### src/rtl/bfs_pkg.sv
package bfs_pkg;

  typedef enum logic [2:0] {
    ST_OFF, ST_OCS, ST_SOFT, ST_RUN, ST_HIC, ST_CLAMP, ST_LATCH, ST_OTH
  } bfs_state_e;

  // Saturating increment shared by the debounce counters
  function automatic int unsigned sat_inc(int unsigned v, int unsigned lim);
    return (v >= lim) ? lim : v + 1;
  endfunction

endpackage

### src/rtl/bfs_sync.sv
module bfs_sync #(
  parameter int W = 8
) (
  input  logic         clk,
  input  logic         rst_n,
  input  logic [W-1:0] d,
  output logic [W-1:0] q
);
  logic [W-1:0] meta;

  always_ff @(posedge clk or negedge rst_n) begin
    if (!rst_n) begin
      meta <= '0;
      q    <= '0;
    end else begin
      meta <= d;
      q    <= meta;
    end
  end
endmodule

### src/rtl/bfs_debounce.sv
module bfs_debounce #(
  parameter int CYC = 4
) (
  input  logic clk,
  input  logic rst_n,
  input  logic in_s,
  output logic hit
);
  import bfs_pkg::*;
  localparam int CW = $clog2(CYC + 1);

  logic [CW-1:0] cnt;

  always_ff @(posedge clk or negedge rst_n) begin
    if (!rst_n)    cnt <= '0;
    else if (in_s) cnt <= CW'(sat_inc(32'(cnt), CYC));
    else           cnt <= '0;
  end

  assign hit = (cnt == CW'(CYC));

  // a qualified level implies the level was present on the previous clock
  a_r4_hit_needs_level: assert property (@(posedge clk) disable iff (!rst_n)
    hit |-> $past(in_s));
endmodule

### src/rtl/buck_fault_seq.sv
module buck_fault_seq #(
  parameter int REF_W        = 8,
  parameter int CODE_W       = 6,
  parameter int DEB_CYCLES   = 20,
  parameter int OCS_TICKS    = 94,
  parameter int HICCUP_TICKS = 512
) (
  input  logic              clk,
  input  logic              rst_n,
  input  logic              tick,
  input  logic              por_ok_a,
  input  logic              comp_dis_a,
  input  logic              fb_uv_a,
  input  logic              fb_ov_hi_a,
  input  logic              fb_ov_lo_a,
  input  logic              ls_oc_a,
  input  logic              ot_trip_a,
  input  logic              ot_clear_a,
  input  logic [CODE_W-1:0] ocs_code_i,
  output logic [REF_W-1:0]  ss_ref,
  output logic              pwm_en,
  output logic              ls_force,
  output logic              drv_off,
  output logic [CODE_W-1:0] ocs_trip_code
);
  import bfs_pkg::*;

  localparam int NFLAG = 8;
  localparam int TMAX  = (OCS_TICKS > HICCUP_TICKS) ? OCS_TICKS : HICCUP_TICKS;
  localparam int TW    = $clog2(TMAX + 1);
  localparam logic [REF_W-1:0] FULL = {REF_W{1'b1}};

  // synchronized flags
  logic [NFLAG-1:0] flag_s;
  bfs_sync #(.W(NFLAG)) u_sync (
    .clk(clk), .rst_n(rst_n),
    .d({ot_clear_a, ot_trip_a, ls_oc_a, fb_ov_lo_a, fb_ov_hi_a, fb_uv_a, comp_dis_a, por_ok_a}),
    .q(flag_s)
  );

  logic por_s, dis_s, uv_s, ovh_s, ovl_s, oc_s, ot_trip_s, ot_clr_s;
  assign {ot_clr_s, ot_trip_s, oc_s, ovl_s, ovh_s, uv_s, dis_s, por_s} = flag_s;

  // debounced comparators: index 0 under-voltage, 1 over-voltage high
  logic [1:0] deb_in, deb_hit;
  assign deb_in = {ovh_s, uv_s};

  for (genvar g = 0; g < 2; g++) begin : g_deb
    bfs_debounce #(.CYC(DEB_CYCLES)) u_deb (
      .clk(clk), .rst_n(rst_n), .in_s(deb_in[g]), .hit(deb_hit[g])
    );
  end

  logic uv_hit, ov_hit;
  assign uv_hit = deb_hit[0];
  assign ov_hit = deb_hit[1];

  bfs_state_e      st;
  logic [TW-1:0]   tcnt;
  logic            ot_act, ov_lat;

  // named internal events
  logic ot_flag, ev_ocs_done, ev_hic_done, ev_ramp_top, ev_ov_release;
  assign ot_flag       = ot_trip_s | (ot_act & ~ot_clr_s);
  assign ev_ocs_done   = (st == ST_OCS) && tick && (tcnt == TW'(OCS_TICKS - 1));
  assign ev_hic_done   = (st == ST_HIC) && tick && (tcnt == TW'(HICCUP_TICKS - 1));
  assign ev_ramp_top   = (st == ST_SOFT) && (ss_ref == FULL);
  assign ev_ov_release = (st == ST_CLAMP) && !ovl_s;

  always_ff @(posedge clk or negedge rst_n) begin
    if (!rst_n) begin
      st            <= ST_OFF;
      tcnt          <= '0;
      ss_ref        <= '0;
      ot_act        <= 1'b0;
      ov_lat        <= 1'b0;
      ocs_trip_code <= '0;
    end else begin
      ot_act <= ot_flag;
      if (!por_s || dis_s) begin
        st     <= ST_OFF;
        ss_ref <= '0;
        tcnt   <= '0;
        ov_lat <= 1'b0;
      end else if (ot_flag) begin
        st     <= ST_OTH;
        ss_ref <= '0;
        tcnt   <= '0;
      end else if (ov_lat) begin
        st <= ST_LATCH;
      end else begin
        case (st)
          ST_OFF, ST_OTH: begin
            st     <= ST_OCS;
            tcnt   <= '0;
            ss_ref <= '0;
          end
          ST_OCS: begin
            if (ev_ocs_done) begin
              ocs_trip_code <= ocs_code_i;
              st            <= ST_SOFT;
              tcnt          <= '0;
            end else if (tick) begin
              tcnt <= tcnt + 1'b1;
            end
          end
          ST_SOFT, ST_RUN: begin
            if (ov_hit) begin
              st <= ST_CLAMP;
            end else if (oc_s || uv_hit) begin
              st     <= ST_HIC;
              tcnt   <= '0;
              ss_ref <= '0;
            end else if (ev_ramp_top) begin
              st <= ST_RUN;
            end else if (st == ST_SOFT && tick) begin
              ss_ref <= ss_ref + 1'b1;
            end
          end
          ST_HIC: begin
            if (ev_hic_done) begin
              st   <= ST_SOFT;
              tcnt <= '0;
            end else if (tick) begin
              tcnt <= tcnt + 1'b1;
            end
          end
          ST_CLAMP: begin
            if (ev_ov_release) begin
              st     <= ST_LATCH;
              ov_lat <= 1'b1;
            end
          end
          default: ;
        endcase
      end
    end
  end

  assign pwm_en   = (st == ST_SOFT) || (st == ST_RUN);
  assign ls_force = (st == ST_CLAMP);
  assign drv_off  = !pwm_en && !ls_force;

  // supply loss seen by the core shuts the stage on the next edge
  a_r1_por_off: assert property (@(posedge clk) disable iff (!rst_n)
    !por_s |=> (drv_off && ss_ref == '0));
  // trip code never moves while switching continues
  a_r2_code_hold: assert property (@(posedge clk) disable iff (!rst_n)
    (pwm_en && $past(pwm_en)) |-> $stable(ocs_trip_code));
  // the reference moves by at most one step while switching
  a_r3_ramp_step: assert property (@(posedge clk) disable iff (!rst_n)
    (pwm_en && $past(pwm_en)) |-> (ss_ref == $past(ss_ref) || ss_ref == $past(ss_ref) + 1'b1));
  // a clamp begins only after a qualified over-voltage
  a_r6_clamp_cause: assert property (@(posedge clk) disable iff (!rst_n)
    $rose(ls_force) |-> $past(ov_hit));
  // the over-voltage latch keeps both gates low
  a_r7_latch_quiet: assert property (@(posedge clk) disable iff (!rst_n)
    ov_lat |-> drv_off);
  // an active thermal condition turns the stage off on the next edge
  a_r8_ot_off: assert property (@(posedge clk) disable iff (!rst_n)
    ot_flag |=> drv_off);
  // exactly one drive mode
  a_r11_one_mode: assert property (@(posedge clk) disable iff (!rst_n)
    $countones({pwm_en, ls_force, drv_off}) == 1);
endmodule

### config.mk
export PLATFORM = sky130hd
export DESIGN_NAME = buck_fault_seq
export DESIGN_NICKNAME = d
export VERILOG_FILES = /design/src/rtl/bfs_pkg.sv /design/src/rtl/bfs_sync.sv /design/src/rtl/bfs_debounce.sv /design/src/rtl/buck_fault_seq.sv
export SDC_FILE = /design/constraint.sdc
export NUM_CORES = 1
export LEC_CHECK = 0
export BUFFER_PORTS_ARGS = -buffer_cell sky130_fd_sc_hd__buf_2
export CAP_MARGIN = 40
export CORE_MARGIN = 5
export CORE_UTILIZATION = 30
export CTS_BUF_LIST = sky130_fd_sc_hd__clkbuf_16
export CTS_CLUSTER_DIAMETER = 80
export DETAILED_ROUTE_END_ITERATION = 10
export HOLD_SLACK_MARGIN = 0.15
export RECOVER_POWER = 100
export SYNTH_ARGS = -nofsm -noshare
export SYNTH_HDL_FRONTEND = slang
export SYNTH_SLANG_ARGS = --single-unit
### constraint.sdc
create_clock -name clk -period 3.1 [get_ports clk]
set_input_delay 0.465 -clock clk [delete_from_list [all_inputs] [get_ports clk]]
set_output_delay 0.465 -clock clk [all_outputs]
set_load 0.01 [all_outputs]
==> impl_metrics.tcl <==
set metrics [dict create \
    peakVddDrop_mv 0.221 \
    ff2ff_path_depth 5 \
    gp_congestion 0.818 \
    startpoint_type "flop" \
    synthDistinctLibCells 52 \
    post-place-ws_ps 436 \
    cts.repair.resized 0 \
    antenna_found_initial 0 \
    path_class "flop to flop" \
    worstPathRequired_ps 3280 \
    yosys_warnings 0 \
    synth-edff-count 0 \
    track_usage_pct 10.6 \
    stdcell_area_sq_um 3080 \
    mostFrequentLayoutCells "55 x dfrtp_1, 19 x clkbuf_1, 16 x o21ai_0, 15 x buf_2, 13 x nand2_1" \
    synthXorXnorAreaFrac_pct 1.31 \
    wl_mm 5.57 \
    fillerInstances 872 \
    cts_root_buf "clkbuf_16" \
    rows 34 \
    max_stage_delay_ps 620 \
    synth_compound_area_share_pct 19.2 \
    synth_seq_cells 55 \
    die_area_sq_um 10900 \
    p_per_area_nw_per_um2 463 \
    clk_latency_ps 290 \
    power_uw 1420 \
    endpoint_kind "flop" \
    synthCells 245 \
    cp_slowest_cell "nor2b_1" \
    antenna_left 0 \
    synth_top_area_share_pct 51.3 \
    skew_ps 4.68 \
    status "complete, no violations" \
    ctsLongestPathBuffers 2 \
    synth_area_leader_cell "dfrtp_1" \
    syn2layout_area_growth_pct 14.6 \
    die_w_um 105 \
    yosysSeqAreaShare_pct 51.3 \
    synth-simple-area-share_pct 17.6 \
    yosys-top-cells-area "dfrtp_1 51%, mux2_2 3.8%, ha_1 3.3%, o21ai_0 2.8%, or3_1 2.3%" \
    ys.flop_type "dfrtp_1" \
    tritoncts "yes" \
    drt_iter0_markers 75 \
    grt_max_degree 25 \
    period_minus_slack_ps 2750 \
    crit_arrival_ps 2930 \
    critPathMaxFanout 11 \
    rsz0062_at_grt "no" \
    dp.final_hpwl_mm 4.11 \
    timing.final.ws_setup_ps 352 \
    drc 0 \
    htree_levels 2 \
    worst_pin_slew_ps 1130 \
    drive_gt1_share_pct 13.2 \
    cap_violations 0 \
    die_y_um 105 \
    synthArstFlopShare_pct 100 \
    clkSlewWorstSetupHoldPaths_ps 70 \
    worstPathCellList "nor2b_1 > nand2_1 > or3_1 > a311oi_1 > mux2_2" \
    setup_viol 0 \
    period_share_pct 88.6 \
    start_util_pct 30.8 \
    synthAdderAreaFrac_pct 3.26 \
    cts_hold_buf 1 \
    io_pins 34 \
    maxSlewViolCount 0 \
    grt_first_pass_wirelength_mm 9.77 \
    hp-class "input port to flop" \
    cts_buffers 5 \
    hold_violations 0 \
    synth_area_sq_um 2680 \
    synth_nets 269 \
    p_leak_uw 0.00128 \
    core_area_sq_um 8720 \
    dr_total_vias 2035 \
    firstDrtPassIters 4 \
    viasPerCell 5.23 \
    grt_pass1_vias 1988 \
    hold_depth 1 \
    placed_cell_area_sq_um 2970 \
    detail_route.wl_per_cell_um 14.3 \
    relSlewSlack_pct 24.5 \
    synthMuxAreaShare_pct 3.78 \
    mostFrequentLayoutCell "dfrtp_1" \
    port_buffers 33 \
    clock.fmax_mhz 364 \
    n_antenna_cell 0 \
    cts_num_sinks 55 \
    cts_setup_buffers 0 \
    grt_overflow 0 \
    finalSetupTns_ps 0 \
    syn_area_per_cell_sq_um 11.0 \
    synth_top_family_by_area "compound AO/OA/AOI/OAI gates" \
    nNetsFinal 304 \
]
routing by layer:
metal	vias to the layer above	global-route usage (%)	routed length, um
li1	989	-	-
met1	995	15.6	2800
met2	44	15.5	2490
met3	7	2.53	234
met4	0	2.92	50
met5	-	0	0
through the flow:
step	cells	hold WS [ps]	utilization [%]
floorplan	245	169	-
CTS	389	268	35.8
global placement	379	333	33.8
finish	389	274	35.3
global route	389	263	35.3
detailed placement	380	337	34.0
Yosys cell counts, types with 2 or more instances:
library cell   n
a211o_1        2
a21boi_0       5
a21oi_1        2
a31oi_1        4
a32oi_1        7
and2_1         5
and3_1         5
and4b_1        2
buf_2          4
clkbuf_1       2
dfrtp_1       55
ha_1           7
inv_1         12
mux2_2         9
nand2_1       13
nand2b_1       3
nand3_1       10
nand4_1        7
nand4b_1       3
nor2_1         8
nor2b_1        6
nor3_1         6
nor3b_1        2
o211a_1        2
o21a_1         4
o21ai_0       15
o22ai_1        3
o31ai_1        4
o41ai_1        4
or3_1         10
xor2_1         3
report_power, final:
group          switching (uW)  internal (uW)
clock network             262            303
logic                    61.2           42.5
registers                17.9            737
total                     342           1080
final timing paths:
path / start / end / slack [ps]
setup / recovery: st[1]$_DFFE_PN0P_ / st[1]$_DFFE_PN0P_ / 350
hold / removal: fb_ov_hi_a / u_sync.meta[3]$_DFF_PN0_ / 270
setup reg to reg: st[1]$_DFFE_PN0P_ / st[1]$_DFFE_PN0P_ / 350
hold reg to reg: u_sync.meta[4]$_DFF_PN0_ / u_sync.q[4]$_DFF_PN0_ / 350
max in group asynchronous: rst_n / g_deb[1].u_deb.cnt[2]$_DFF_PN0_ / 760
min in group asynchronous: rst_n / ss_ref[5]$_DFFE_PN0P_ / 910
worst max-delay path: cells and delay by family (launching register included):
family	cells	cell delay, ps
AOI/OAI and AO/OA	1	550
DFF	1	540
muxes	1	400
and+or+nand+nor	3	1150
registers in the layout, indices dropped and copies added (netlist names):
register	cells
g_deb.u_deb.cnt	10
ocs_trip_code	6
ot_act	1
ov_lat	1
ss_ref	8
st	3
tcnt	10
u_sync.meta	8
u_sync.q	8
layout make-up:
cell class                      count  area (sq um)  area share (%)
Clock buffer                        5           125            4.07
Inverter                           12          45.0            1.46
Tap cell                          108           135            4.39
Multi-Input combinational cell    169          1190            38.7
Clock inverter                      3          21.3           0.691
Timing Repair Buffer               37           184            5.98
Sequential cell                    55          1380            44.7
cells by family (layout without fill, tap and decap cells):
logic type / Yosys count / after routing
flops: 55 / 55
fa+ha+maj: 7 / 7
compound gates: 66 / 66
xor+xnor: 4 / 4
buf+inv: 21 / 57
mux: 9 / 9
simple gates: 83 / 83
Power figures use the tool's default switching activity.
